[src/rtl/clklane_pkg.sv]
package clklane_pkg;

    localparam int NUM_IV   = 6;
    localparam int IV_LPX   = 0;
    localparam int IV_PREP  = 1;
    localparam int IV_ZERO  = 2;
    localparam int IV_PRE   = 3;
    localparam int IV_POST  = 4;
    localparam int IV_TRAIL = 5;

    // encoded line state seen by the driver stage
    typedef enum logic [2:0] {
        LS_STOP  = 3'd0,
        LS_LP01  = 3'd1,
        LS_LP00  = 3'd2,
        LS_HS0   = 3'd3,
        LS_HSCLK = 3'd4
    } line_e;

    typedef enum logic [3:0] {
        SQ_IDLE,
        SQ_REQ,
        SQ_BRIDGE,
        SQ_ZERO,
        SQ_PRE,
        SQ_RUN,
        SQ_POST,
        SQ_TRAIL,
        SQ_EXIT
    } seq_e;

endpackage

[src/rtl/clklane_cfg_latch.sv]
module clklane_cfg_latch
    import clklane_pkg::*;
#(
    parameter int CNT_W = 8
) (
    input  logic                          clk,
    input  logic                          rst_n,
    input  logic                          capture,
    input  logic [NUM_IV-1:0][CNT_W-1:0]  raw,
    output logic [NUM_IV-1:0][CNT_W-1:0]  clamped_raw,
    output logic [NUM_IV-1:0][CNT_W-1:0]  held
);

    localparam logic [CNT_W-1:0] ONE = CNT_W'(1);

    typedef struct packed {
        logic [NUM_IV-1:0][CNT_W-1:0] val;
    } lat_s;

    lat_s lat_d, lat_q;

    // a zero count is promoted to a single cycle
    for (genvar g = 0; g < NUM_IV; g++) begin : g_clamp
        assign clamped_raw[g] = (raw[g] == '0) ? ONE : raw[g];
    end

    always_comb begin
        lat_d = lat_q;
        if (capture) begin
            lat_d.val = clamped_raw;
        end
    end

    always_ff @(posedge clk or negedge rst_n) begin
        if (!rst_n) begin
            for (int i = 0; i < NUM_IV; i++) begin
                lat_q.val[i] <= ONE;
            end
        end else begin
            lat_q <= lat_d;
        end
    end

    assign held = lat_q.val;

endmodule

[src/rtl/clklane_interval_timer.sv]
module clklane_interval_timer #(
    parameter int CNT_W = 8
) (
    input  logic             clk,
    input  logic             rst_n,
    input  logic             load,
    input  logic [CNT_W-1:0] load_val,
    output logic             last
);

    localparam logic [CNT_W-1:0] ONE = CNT_W'(1);

    typedef struct packed {
        logic [CNT_W-1:0] cnt;
    } tmr_s;

    tmr_s tmr_d, tmr_q;

    always_comb begin
        tmr_d = tmr_q;
        if (load) begin
            tmr_d.cnt = load_val;
        end else if (tmr_q.cnt > ONE) begin
            tmr_d.cnt = tmr_q.cnt - ONE;
        end
    end

    always_ff @(posedge clk or negedge rst_n) begin
        if (!rst_n) begin
            tmr_q.cnt <= ONE;
        end else begin
            tmr_q <= tmr_d;
        end
    end

    assign last = (tmr_q.cnt == ONE);

endmodule

[src/rtl/clklane_line_enc.sv]
module clklane_line_enc
    import clklane_pkg::*;
(
    input  seq_e        st,
    output logic [2:0]  line_code,
    output logic        data_ok
);

    line_e ls;

    always_comb begin
        ls      = LS_STOP;
        data_ok = 1'b0;
        case (st)
            SQ_REQ:    ls = LS_LP01;
            SQ_BRIDGE: ls = LS_LP00;
            SQ_ZERO:   ls = LS_HS0;
            SQ_PRE:    ls = LS_HSCLK;
            SQ_RUN: begin
                ls      = LS_HSCLK;
                data_ok = 1'b1;
            end
            SQ_POST:   ls = LS_HSCLK;
            SQ_TRAIL:  ls = LS_HS0;
            default:   ls = LS_STOP;
        endcase
    end

    assign line_code = ls;

endmodule

[src/rtl/clklane_burst_seq.sv]
module clklane_burst_seq
    import clklane_pkg::*;
#(
    parameter int CNT_W = 8
) (
    input  logic             clk,
    input  logic             rst_n,
    input  logic             hs_req,
    input  logic             data_idle,
    input  logic [CNT_W-1:0] cfg_lpx,
    input  logic [CNT_W-1:0] cfg_prep,
    input  logic [CNT_W-1:0] cfg_zero,
    input  logic [CNT_W-1:0] cfg_pre,
    input  logic [CNT_W-1:0] cfg_post,
    input  logic [CNT_W-1:0] cfg_trail,
    output logic [2:0]       line_state,
    output logic             data_ok
);

    typedef struct packed {
        seq_e st;
    } fsm_s;

    fsm_s fsm_d, fsm_q;

    logic [NUM_IV-1:0][CNT_W-1:0] raw_cfg;
    logic [NUM_IV-1:0][CNT_W-1:0] now_cfg;
    logic [NUM_IV-1:0][CNT_W-1:0] lat_cfg;
    logic                         cap;
    logic                         tmr_load;
    logic [CNT_W-1:0]             tmr_val;
    logic                         tmr_last;

    assign raw_cfg[IV_LPX]   = cfg_lpx;
    assign raw_cfg[IV_PREP]  = cfg_prep;
    assign raw_cfg[IV_ZERO]  = cfg_zero;
    assign raw_cfg[IV_PRE]   = cfg_pre;
    assign raw_cfg[IV_POST]  = cfg_post;
    assign raw_cfg[IV_TRAIL] = cfg_trail;

    clklane_cfg_latch #(.CNT_W(CNT_W)) u_cfg (
        .clk         (clk),
        .rst_n       (rst_n),
        .capture     (cap),
        .raw         (raw_cfg),
        .clamped_raw (now_cfg),
        .held        (lat_cfg)
    );

    clklane_interval_timer #(.CNT_W(CNT_W)) u_tmr (
        .clk      (clk),
        .rst_n    (rst_n),
        .load     (tmr_load),
        .load_val (tmr_val),
        .last     (tmr_last)
    );

    always_comb begin
        fsm_d    = fsm_q;
        cap      = 1'b0;
        tmr_load = 1'b0;
        tmr_val  = lat_cfg[IV_LPX];
        case (fsm_q.st)
            SQ_IDLE: begin
                if (hs_req) begin
                    fsm_d.st = SQ_REQ;
                    cap      = 1'b1;
                    tmr_load = 1'b1;
                    tmr_val  = now_cfg[IV_LPX];
                end
            end
            SQ_REQ: begin
                if (tmr_last) begin
                    fsm_d.st = SQ_BRIDGE;
                    tmr_load = 1'b1;
                    tmr_val  = lat_cfg[IV_PREP];
                end
            end
            SQ_BRIDGE: begin
                if (tmr_last) begin
                    fsm_d.st = SQ_ZERO;
                    tmr_load = 1'b1;
                    tmr_val  = lat_cfg[IV_ZERO];
                end
            end
            SQ_ZERO: begin
                if (tmr_last) begin
                    fsm_d.st = SQ_PRE;
                    tmr_load = 1'b1;
                    tmr_val  = lat_cfg[IV_PRE];
                end
            end
            SQ_PRE: begin
                if (tmr_last) begin
                    fsm_d.st = SQ_RUN;
                end
            end
            SQ_RUN: begin
                if (!hs_req && data_idle) begin
                    fsm_d.st = SQ_POST;
                    tmr_load = 1'b1;
                    tmr_val  = lat_cfg[IV_POST];
                end
            end
            SQ_POST: begin
                if (tmr_last) begin
                    fsm_d.st = SQ_TRAIL;
                    tmr_load = 1'b1;
                    tmr_val  = lat_cfg[IV_TRAIL];
                end
            end
            SQ_TRAIL: begin
                if (tmr_last) begin
                    fsm_d.st = SQ_EXIT;
                    tmr_load = 1'b1;
                    tmr_val  = lat_cfg[IV_LPX];
                end
            end
            SQ_EXIT: begin
                if (tmr_last) begin
                    fsm_d.st = SQ_IDLE;
                end
            end
            default: fsm_d.st = SQ_IDLE;
        endcase
    end

    always_ff @(posedge clk or negedge rst_n) begin
        if (!rst_n) begin
            fsm_q.st <= SQ_IDLE;
        end else begin
            fsm_q <= fsm_d;
        end
    end

    clklane_line_enc u_enc (
        .st        (fsm_q.st),
        .line_code (line_state),
        .data_ok   (data_ok)
    );

endmodule

[config.mk]
export PLATFORM = sky130hd
export DESIGN_NAME = clklane_burst_seq
export DESIGN_NICKNAME = d
export VERILOG_FILES = /design/src/rtl/clklane_pkg.sv /design/src/rtl/clklane_cfg_latch.sv /design/src/rtl/clklane_interval_timer.sv /design/src/rtl/clklane_line_enc.sv /design/src/rtl/clklane_burst_seq.sv
export SDC_FILE = /design/constraint.sdc
export NUM_CORES = 1
export LEC_CHECK = 0
export ABC_CLOCK_PERIOD_IN_PS = 3400
export BUFFER_PORTS_ARGS = -buffer_cell sky130_fd_sc_hd__buf_2
export CORE_ASPECT_RATIO = 1.75
export CORE_MARGIN = 1.5
export CORE_UTILIZATION = 30
export CTS_CLUSTER_DIAMETER = 80
export DETAILED_ROUTE_END_ITERATION = 8
export PLACE_DENSITY = 0.59
export SYNTH_ARGS = -nofsm -noshare
export SYNTH_HDL_FRONTEND = slang
export SYNTH_HIERARCHICAL = 1
export SYNTH_SLANG_ARGS = --single-unit
[constraint.sdc]
create_clock -name clk -period 3.4 [get_ports clk]
set_input_delay 0.68 -clock clk [delete_from_list [all_inputs] [get_ports clk]]
set_output_delay 0.68 -clock clk [all_outputs]
set_load 0.03 [all_outputs]
=== After elaboration in Yosys (flattened, before gate mapping) ===
Index checks and enable logic that the tools add are counted.

* Register bits after elaboration: 60
* Word-level logic and storage cells: 74

* Add/subtract/negate cells: 1
* Magnitude comparators: 1
* Eq/ne operators: 18
* Muxes and demuxes: 32
* Reduce and logical (&&, ||, !) cells: 14

{| class="wikitable"
|+ Operators with widths
! operator !! number
|-
| $mux W8 || 14
|-
| $logic_not A8 Y1 || 6
|-
| $pmux W8 S6 || 1
|-
| $mux W4 || 9
|-
| $pmux W4 S9 || 1
|-
| $ne A2 B2 Y1 const B || 9
|-
| $eq A4 B3 Y1 const B || 4
|-
| $pmux W3 S4 || 1
|-
| $reduce_and A9 Y1 || 1
|-
| $eq A4 B2 Y1 const B || 2
|-
| $eq A8 B1 Y1 const B || 1
|-
| $gt A8 B1 Y1 const B || 1
|-
| $sub A8 B1 Y8 const B || 1
|-
| $mux W1 || 5
|-
| $reduce_or A5 Y1 || 1
|-
| $eq A4 B1 Y1 const B || 1
|-
| $eq A4 B4 Y1 const B || 1
|-
| $logic_not A4 Y1 || 1
|-
| $pmux W1 S3 || 1
|-
| $reduce_or A3 Y1 || 1
|-
| $reduce_bool A2 Y1 || 1
|-
| $reduce_or A2 Y1 || 1
|-
| $logic_and A1 B1 Y1 || 1
|-
| $logic_not A1 Y1 || 1
|}

=== Longest topological paths before layout ===
Gate-level depths: netlist of run 1.

* Depth after elaboration: 5
* Gate-level depth with buffers: 11

=== Hierarchy ===
The synthesis of run 1 kept the hierarchy.

{| class="wikitable"
|+ Modules (own cells, without submodules)
! module !! instances !! cells each !! area an instance (um2) !! seq. area each (um2)
|-
| clklane_cfg_latch || 1 || 174 || 2243.4 || 1208.7
|-
| clklane_burst_seq || 1 || 101 || 832.0 || 100.1
|-
| clklane_interval_timer || 1 || 62 || 534.3 || 201.4
|-
| clklane_line_enc || 1 || 6 || 50.0 || 0.0
|}

=== Worst setup path after synthesis of run 1 ===
OpenSTA, ideal clock, no wires.

* Path kind: register to register
* Start point: reg u_tmr/tmr_q[4] in the netlist's numbering
* End point: reg u_tmr/tmr_q[4] in the netlist's numbering
* Library setup time: 0.077 ns
* Data arrival time: 2.369 ns
* Setup slack: 0.953 ns
* Cell stages (with the launch flop): 12
* Period minus slack after synthesis: 2.447 ns
* Cell sequence: dfrtp_1 buf_6 nor4_1 and3_1 buf_1 a21oi_1 o21a_1 o21bai_1 clkbuf_1 clkbuf_1 a21oi_1 a21oi_1

* Word-level cells in the longest chain between the ends: 4

{| class="wikitable"
|+ Ends and longest elaborated chain
! what !! line !! text
|-
| start: declaration || clklane_interval_timer.sv:17 || <nowiki>tmr_s tmr_d, tmr_q;</nowiki>
|-
| start signal: assignment || clklane_interval_timer.sv:32 || <nowiki>tmr_q <= tmr_d;</nowiki>
|-
| $eq A8 B1 Y1 (*) || clklane_interval_timer.sv:36 || <nowiki>assign last = (tmr_q.cnt == ONE);</nowiki>
|-
| named net tmr_last || clklane_burst_seq.sv:32 || <nowiki>logic tmr_last;</nowiki>
|-
| $mux W1 (*) || -- ||
|-
| $pmux W1 S3 (*) || clklane_burst_seq.sv:63 || <nowiki>case (fsm_q.st)</nowiki>
|-
| named net tmr_load || clklane_burst_seq.sv:30 || <nowiki>logic tmr_load;</nowiki>
|-
| $mux W8 / $reduce_bool A2 Y1 (equally long branches) || -- ||
|}

The timed path passes the listed nets; every way through them passes the cells marked *. The select of a mux whose other input is x is not followed.
A chain may end at the register's enable or synchronous reset.

=== Worst setup path after layout of run 1 ===
* Start point: reg, netlist name fsm_q[2]
* End point: out data_ok

* Word-level cells in the longest chain between the ends: 2

{| class="wikitable"
|+ Ends and longest elaborated chain
! what !! line !! text
|-
| $eq A4 B3 Y1 || clklane_line_enc.sv:14 || <nowiki>case (st)</nowiki>
|-
| $mux W1 || clklane_line_enc.sv:14 ||
|-
| end: declaration || clklane_burst_seq.sv:17 || <nowiki>output logic data_ok</nowiki>
|}

No other way between the ends.

==> impl_metrics.toml, run 1 <==
[critical_path]
path_max_fanout = 23
critPathLaunchType = "flop"
critPathKind = "flop to primary output"
required_ps = 2720
crit_path_end_kind = "primary output"
rr_worst_depth = 5
crit_arrival_ps = 1950

[cells_and_area]
fillers = 1140
layout_common_cells = "55 x buf_2, 53 x dfrtp_1, 42 x mux2_2, 19 x mux2i_1, 13 x nor2_1"
finalNetCount = 400
drive_gt1_frac = 0.410
fin_cells = 483
layout_commonest_cell = "buf_2"
area_growth_pct = 20.7
n_antenna_cell = 0

[clocking]
cts_buffers = 9
clk_pin_slew_ps = 50
h-tree-depth = 3
cts_tree = "yes"
clk_path_buf_depth = 2
cts_resized = 0
cts_hold_buffers = 0
cts_sinks = 60
postCtsSetupRepairBufs = 0
clock_latency_ps = 330
root_buffer = "clkbuf_16"

[floorplan]
coreArea_sq_um = 11100
die_area_sq_um = 12000
rows = 51
die_y_microns = 144
die_w_microns = 83.6
initial_core_util = 0.307
pin_count = 56

[timing]
tightest_slew_ps = 874
clock_skew_ps = 5.75
slew_viol_final = 0
fin_crit_sh = 0.774
finalHoldViolations = 0
fin_setup_tns_ps = 0
grt_setup_unrepaired = "false"
slew-limit-headroom = 0.417
fmax_mhz = 380
fin_crit_ps = 2630
setup_viol = 0

[drt]
remaining_drc_errors = 0
wire_per_inst_microns = 17.8
route.vias.total = 2584
routed_wl_mm = 8.60
drt.antenna.violating_nets = 0
drt_iter0_drc = 144
dr.pass1.iters = 4
vias_per_cell = 5.35

[synthesis]
syn-num-nets = 352
netlist_area_sq_um = 3410
syn_avg_cell_area_sq_um = 11.4
netlist_instances = 298
yosys_warnings = 6

[grt]
grt_pass1_vias = 2658
globalRouteOverflowTotal = 0
grt_pass1_wl_mm = 13.8
grt_max_degree = 40
antenna_found_initial = 0
track_usage = 0.150

[placement]
numPortBuffers = 55
hpwl_mm = 6.65
gp_congestion = 0.834
dp_cells = 467

[power_and_ir_drop]
ir_drop_mv = 0.411
pwr_density_cell_nw_per_um2 = 880
leakage_nw = 1.79

[worst_hold_path]
hp-class = "input pin to async pin"

[status]
status = "finished, final reports clean"

[job]
maxCapViolCount = 0
## routing by layer
metal	part of all wire	GRT usage	vias to the layer above
li1	-	-	1233
met3	0.028	0.0297	15
met5	0	0	-
met2	0.57	0.290	49
met4	0.030	0.0725	0
met1	0.37	0.152	1287
## cell type report
type | count | area (sq um) | area share
multi-input cells | 201 | 1720 | 0.417
flip-flops and latches | 60 | 1510 | 0.367
repair buffers | 64 | 343 | 0.0833
clock buffers | 12 | 246 | 0.0599
well taps | 132 | 165 | 0.0401
clock inverters | 4 | 97.6 | 0.0237
inverters | 10 | 37.5 | 0.00912
## registers in the layout, indices dropped and copies added (netlist names)
| name | flops |
|---|---|
| u_cfg/held | 48 |
| u_tmr/tmr_q | 8 |
| fsm_q | 4 |
## critical path: stages (launching register included)
cell and delay [ps]:
dfrtp_1 900, inv_1 230, nor4b_2 260, buf_2 230
## path summary, 6_finish.rpt
| path | start | endpoint | slack, ps |
|---|---|---|---|
| worst max-delay path | fsm_q[2] | data_ok | 770 |
| worst min-delay path | rst_n | u_cfg/held[34] | 460 |
| worst max register to register | fsm_q[2] | u_tmr/tmr_q[6] | 890 |
| worst min register to register | u_cfg/held[15] | u_cfg/held[15] | 510 |
| max in group asynchronous | rst_n | u_cfg/held[40] | 2160 |
| min in group clk | u_cfg/held[15] | u_cfg/held[15] | 510 |
## report_power, final
| group | internal [W] | switching [W] |
|---|---|---|
| Sequential | 0.00109 | 0.000319 |
| Combinational | 0.000599 | 0.000561 |
| Clock | 0.000735 | 0.000316 |
## stage by stage
stage	setup WS, ps	hold WS [ps]	util	cell area, sq um	power [W]
final	767	464	0.371	4120	0.00362
after global routing	666	516	0.371	4120	0.00385
after CTS	789	496	0.371	4120	0.00366
after detailed placement	857	496	0.340	3770	0.00259
after global placement	951	491	0.340	3770	0.00256
after floorplan	953	384	-	3410	0.00224
No activity file was read; power rests on OpenSTA's default activity.
==> run 2: changes to the inputs <==
--- a/config.mk
+++ b/config.mk
@@ -5,14 +5,14 @@
 export SDC_FILE = /design/constraint.sdc
 export NUM_CORES = 1
 export LEC_CHECK = 0
-export ABC_CLOCK_PERIOD_IN_PS = 3400
+export ABC_CLOCK_PERIOD_IN_PS = 2300
 export BUFFER_PORTS_ARGS = -buffer_cell sky130_fd_sc_hd__buf_2
 export CORE_ASPECT_RATIO = 1.75
 export CORE_MARGIN = 1.5
 export CORE_UTILIZATION = 30
 export CTS_CLUSTER_DIAMETER = 80
 export DETAILED_ROUTE_END_ITERATION = 8
-export PLACE_DENSITY = 0.59
+export PLACE_DENSITY = 0.6
 export SYNTH_ARGS = -nofsm -noshare
 export SYNTH_HDL_FRONTEND = slang
 export SYNTH_HIERARCHICAL = 1
==> constraint.sdc (replaced) <==
create_clock -name clk -period 2.3 [get_ports clk]
set_input_delay 0.46 -clock clk [delete_from_list [all_inputs] [get_ports clk]]
set_output_delay 0.46 -clock clk [all_outputs]
set_load 0.03 [all_outputs]
==> run 2 against run 1 <==
Via count is 0.62% higher. Clock skew hardly changed. Sequential power grew 40%. Clock power rose by 45%. Flip-flop and latch count stayed put. Routed wire length fell by 0.13%. Count of clock-buffer cells in the layout decreased by 3. Hold slack got worse by 390 ps. Highest routed layer unchanged.
==> impl_metrics.toml, run 2 (synthesized netlist as in run 1, its figures left out) <==
[grt]
grt_use_met2 = 0.274
track_usage = 0.147
globalRouteOverflowTotal = 0
globalRouteMet3Util = 0.0325
grt.busiest_layer = "met2"
grt_pass1_wl_mm = 13.5
grt_use_met1 = 0.154
grt_pass1_vias = 2629
antenna_found_initial = 0
grt_max_degree = 32

[drt]
wire_per_inst_microns = 17.4
dr.pass1.iters = 4
route.vias.total = 2600
routed_wl_mm = 8.59
remaining_drc_errors = 0
drt_iter0_drc = 212
vias_per_cell = 5.27
drt.antenna.violating_nets = 0

[timing]
fin_crit_sh = 0.987
finalHoldViolations = 0
fin_crit_ps = 2270
tightest_slew_ps = 763
slew_viol_final = 0
setup_viol = 0
setup_ws_ps = 30.1
slew-limit-headroom = 0.486
clock_skew_ps = 5.94
fmax_mhz = 441

[placement]
gp_congestion = 0.825
hpwl_mm = 6.55
dp_slack_ps = 72.4
numPortBuffers = 55

[power_and_ir_drop]
leakage_nw = 1.86
pwr_density_cell_nw_per_um2 = 1280
ir_drop_mv = 0.772

[job]
maxCapViolCount = 0

[critical_path]
cp_slowest_stage_delay_ps = 490
cp_num_cells = 8
critPathKind = "flop to flop"
critPathLaunchType = "flop"
cp_top_family = "simple AND/OR/NAND/NOR gates"
path_max_fanout = 4
rr_worst_depth = 8
crit_path_end_kind = "flop"
crit_buf_inv = 1
cp_cell_sequence = "nor4_2 -> and3_4 -> or4bb_4 -> o22ai_2 -> a221o_1 -> a21o_1 -> inv_1 -> a221oi_1"
required_ps = 2530
cp_slowest_cell = "or4bb_4"
crit_arrival_ps = 2500

[cells_and_area]
finalNetCount = 410
final_util = 0.385
area_growth_pct = 25.2
layout_commonest_cell = "buf_2"
fillers = 1112
layout_common_cells = "55 x buf_2, 53 x dfrtp_1, 42 x mux2_2, 19 x mux2i_1, 15 x buf_4"
largest_register_ffs = 48
n_antenna_cell = 0
drive_gt1_frac = 0.449

[floorplan]
die_y_microns = 144
die_area_sq_um = 12000
pin_count = 56
die_w_microns = 83.6
initial_core_util = 0.307
coreArea_sq_um = 11100
rows = 51

[clocking]
clk_path_buf_depth = 2
cts_buffers = 9
cts_sinks = 60
cts_hold_buffers = 0
root_buffer = "clkbuf_16"
clock_latency_ps = 330
h-tree-depth = 3
clk_pin_slew_ps = 50
cts_tree = "yes"

[status]
status = "finished, final reports clean"

[worst_hold_path]
hp-class = "input pin to async pin"
run 2: what timing repair did:
action	in CTS	in global routing
setup endpoints to repair	0	3
gates resized for setup	0	7
buffers inserted	0	2
run 2: cell type report:
type / instances / area, sq um / area share
Multi-Input combinational cell: 201 / 1750 / 0.410
Sequential cell: 60 / 1510 / 0.354
Timing Repair Buffer: 74 / 468 / 0.110
Clock buffer: 9 / 225 / 0.0527
Tap cell: 132 / 165 / 0.0387
Clock inverter: 7 / 115 / 0.0269
Inverter: 10 / 37.5 / 0.00879
run 2: final timing paths:
kind | slack [ps] | from | end
max | 30 | u_tmr/tmr_q[5] | u_tmr/tmr_q[6]
min | 70 | rst_n | u_tmr/tmr_q[2]
max reg2reg | 30 | u_tmr/tmr_q[5] | u_tmr/tmr_q[6]
min reg2reg | 500 | u_cfg/held[45] | u_cfg/held[45]
max in group asynchronous | 1600 | rst_n | u_cfg/held[40]
min in group clk | 370 | cfg_lpx[0] | u_cfg/held[0]
run 2: layer usage:
metal	up-vias	part of all wire
met3	19	0.028
met2	52	0.56
li1	1251	-
met5	-	0
met1	1278	0.38
met4	0	0.038
run 2: report_power, final:
group | internal, W | total, W | switching, W
logic | 0.000981 | 0.00196 | 0.000979
clock network | 0.00105 | 0.00152 | 0.000472
registers | 0.00162 | 0.00197 | 0.000350
total | 0.00365 | 0.00545 | 0.00180
run 2: stage by stage:
step / setup TNS, ps / std cells / hold WS, ps / total power (W) / instance area (sq um)
finish: 0 / 493 / 71.6 / 0.00545 / 4270
global route: -197 / 493 / 101 / 0.00579 / 4270
CTS: 0 / 491 / 77.6 / 0.00543 / 4220
detailed placement: 0 / 475 / 437 / 0.00387 / 3880
global placement: 0 / 475 / 428 / 0.00382 / 3880
floorplan: 0 / 298 / 164 / 0.00332 / 3410
==> run 3: changes to the inputs <==
--- a/config.mk
+++ b/config.mk
@@ -5,14 +5,15 @@
 export SDC_FILE = /design/constraint.sdc
 export NUM_CORES = 1
 export LEC_CHECK = 0
-export ABC_CLOCK_PERIOD_IN_PS = 2300
+export ABC_CLOCK_PERIOD_IN_PS = 2730
 export BUFFER_PORTS_ARGS = -buffer_cell sky130_fd_sc_hd__buf_2
 export CORE_ASPECT_RATIO = 1.75
 export CORE_MARGIN = 1.5
 export CORE_UTILIZATION = 30
 export CTS_CLUSTER_DIAMETER = 80
 export DETAILED_ROUTE_END_ITERATION = 8
-export PLACE_DENSITY = 0.6
+export GPL_TIMING_DRIVEN = 0
+export PLACE_DENSITY = 0.59
 export SYNTH_ARGS = -nofsm -noshare
 export SYNTH_HDL_FRONTEND = slang
 export SYNTH_HIERARCHICAL = 1
==> constraint.sdc (replaced) <==
create_clock -name clk -period 2.73 [get_ports clk]
set_input_delay 0.546 -clock clk [delete_from_list [all_inputs] [get_ports clk]]
set_output_delay 0.546 -clock clk [all_outputs]
set_load 0.03 [all_outputs]
==> run 3 against run 2 <==
Critical path depth up 1. Clock skew about the same. Fmax is 14% lower. Largest cell class unchanged. Largest power group unchanged. Highest routed layer unchanged.
==> impl_metrics.toml, run 3 (synthesized netlist as in run 1, its figures left out) <==
[floorplan]
pin_count = 56
initial_core_util = 0.307
coreArea_sq_um = 11100
rows = 51
die_w_microns = 83.6
die_area_sq_um = 12000
die_y_microns = 144

[drt]
routed_wl_mm = 9.33
wire_per_inst_microns = 18.6
vias_per_cell = 5.39
drt.antenna.violating_nets = 0
remaining_drc_errors = 0
drt_iter0_drc = 125
route.vias.total = 2701
dr.pass1.iters = 5

[placement]
dp_cells = 485
gp_congestion = 0.815
numPortBuffers = 55
dpl_cell_area_sq_um = 3850
hpwl_mm = 7.10

[timing]
slew-limit-headroom = 0.480
clock_skew_ps = 6.06
setup_viol = 0
tightest_slew_ps = 780
fin_crit_ps = 2650
whs_ps = 281
fin_crit_sh = 0.969
slew_viol_final = 0
fmax_mhz = 378
finalHoldViolations = 0

[clocking]
postCtsSetupRepairBufs = 0
cts_hold_buffers = 0
clk_pin_slew_ps = 50
cts_tree = "yes"
clk_path_buf_depth = 2
cts_buffers = 9
clock_latency_ps = 330
cts_sinks = 60
root_buffer = "clkbuf_16"
h-tree-depth = 3

[power_and_ir_drop]
leakage_nw = 1.86
ir_drop_mv = 0.451
power.total_w = 0.00455
pwr_density_cell_nw_per_um2 = 1080

[critical_path]
reg2reg_to = "u_tmr/tmr_q[5]"
crit_arrival_ps = 2850
rr_worst_depth = 9
required_ps = 2930
regToRegStartpoint = "u_tmr/tmr_q[4]"
critPathKind = "flop to flop"
worst-r2r-setup-slack_ps = 80
path_max_fanout = 8
crit_path_end_kind = "flop"
critPathLaunchType = "flop"

[cells_and_area]
multi_input_area_sq_um = 1730
final_area_sq_um = 4210
layout_commonest_cell = "buf_2"
final_util = 0.379
finalNetCount = 418
drive_gt1_frac = 0.428
layout_common_cells = "65 x buf_2, 53 x dfrtp_1, 42 x mux2_2, 19 x mux2i_1, 13 x nor2_1"
area_growth_pct = 23.5
largest_register_ffs = 48
n_antenna_cell = 0
seqCellArea_sq_um = 1510
fillers = 1107
fin_cells = 501

[grt]
grt_pass1_wl_mm = 14.7
antenna_found_initial = 0
track_usage = 0.161
globalRouteOverflowTotal = 0
grt_pass1_vias = 2795
grt_max_degree = 61

[status]
status = "finished, final reports clean"

[worst_hold_path]
hp-class = "input pin to async pin"

[job]
maxCapViolCount = 0
==> run 3: worst max path at each step <==
stage	from	slack (ps)	end	depth (start not counted)
floorplan	u_tmr/tmr_q[4]	280	u_tmr/tmr_q[4]	11
global placement	u_tmr/tmr_q[4]	-360	u_tmr/tmr_q[4]	11
detailed placement	u_tmr/tmr_q[4]	-350	u_tmr/tmr_q[4]	11
CTS	u_tmr/tmr_q[4]	10	u_tmr/tmr_q[5]	9
global route	u_tmr/tmr_q[4]	-0.1	u_tmr/tmr_q[5]	9
finish	u_tmr/tmr_q[4]	80	u_tmr/tmr_q[5]	9
==> run 3: repair_timing <==
item | CTS | global route
pin swaps | 0 | 0
resized for setup | 5 | 3
setup endpoints to repair | 8 | 2
==> run 3: where the power goes <==
| part | internal (W) | switching [W] |
|---|---|---|
| logic | 0.000795 | 0.000796 |
| clock network | 0.000869 | 0.000398 |
| registers | 0.00136 | 0.000326 |
==> run 3: area by class of cell <==
type | count | area share
Multi-Input combinational cell | 201 | 0.410
Sequential cell | 60 | 0.358
Timing Repair Buffer | 55 | 0.0659
Clock buffer | 12 | 0.0633
Tap cell | 132 | 0.0392
Buffer | 27 | 0.0374
Clock inverter | 4 | 0.0166
Inverter | 10 | 0.00891
==> run 3: stage by stage <==
step / TNS (ps) / setup slack [ps]
floorplan: 0 / 283
global placement: -2060 / -358
detailed placement: -1950 / -348
CTS: 0 / 14.0
global route: -0.147 / -0.147
finish: 0 / 83.5
==> run 3: critical path, cell delays in order, from the launching register on <==
cell	delay (ps)
dfrtp_1	370
buf_6	130
nor4_2	380
and3_4	300
or4bb_1	500
o22ai_2	200
a221o_1	150
a21o_1	90
inv_1	40
a221oi_1	360
==> run 3: layer usage <==
metal,vias up,GRT usage,share of wire
li1,1261,-,-
met1,1338,0.164,0.37
met5,-,0,0
met2,81,0.317,0.57
met4,0,0.0647,0.027
met3,21,0.0331,0.030
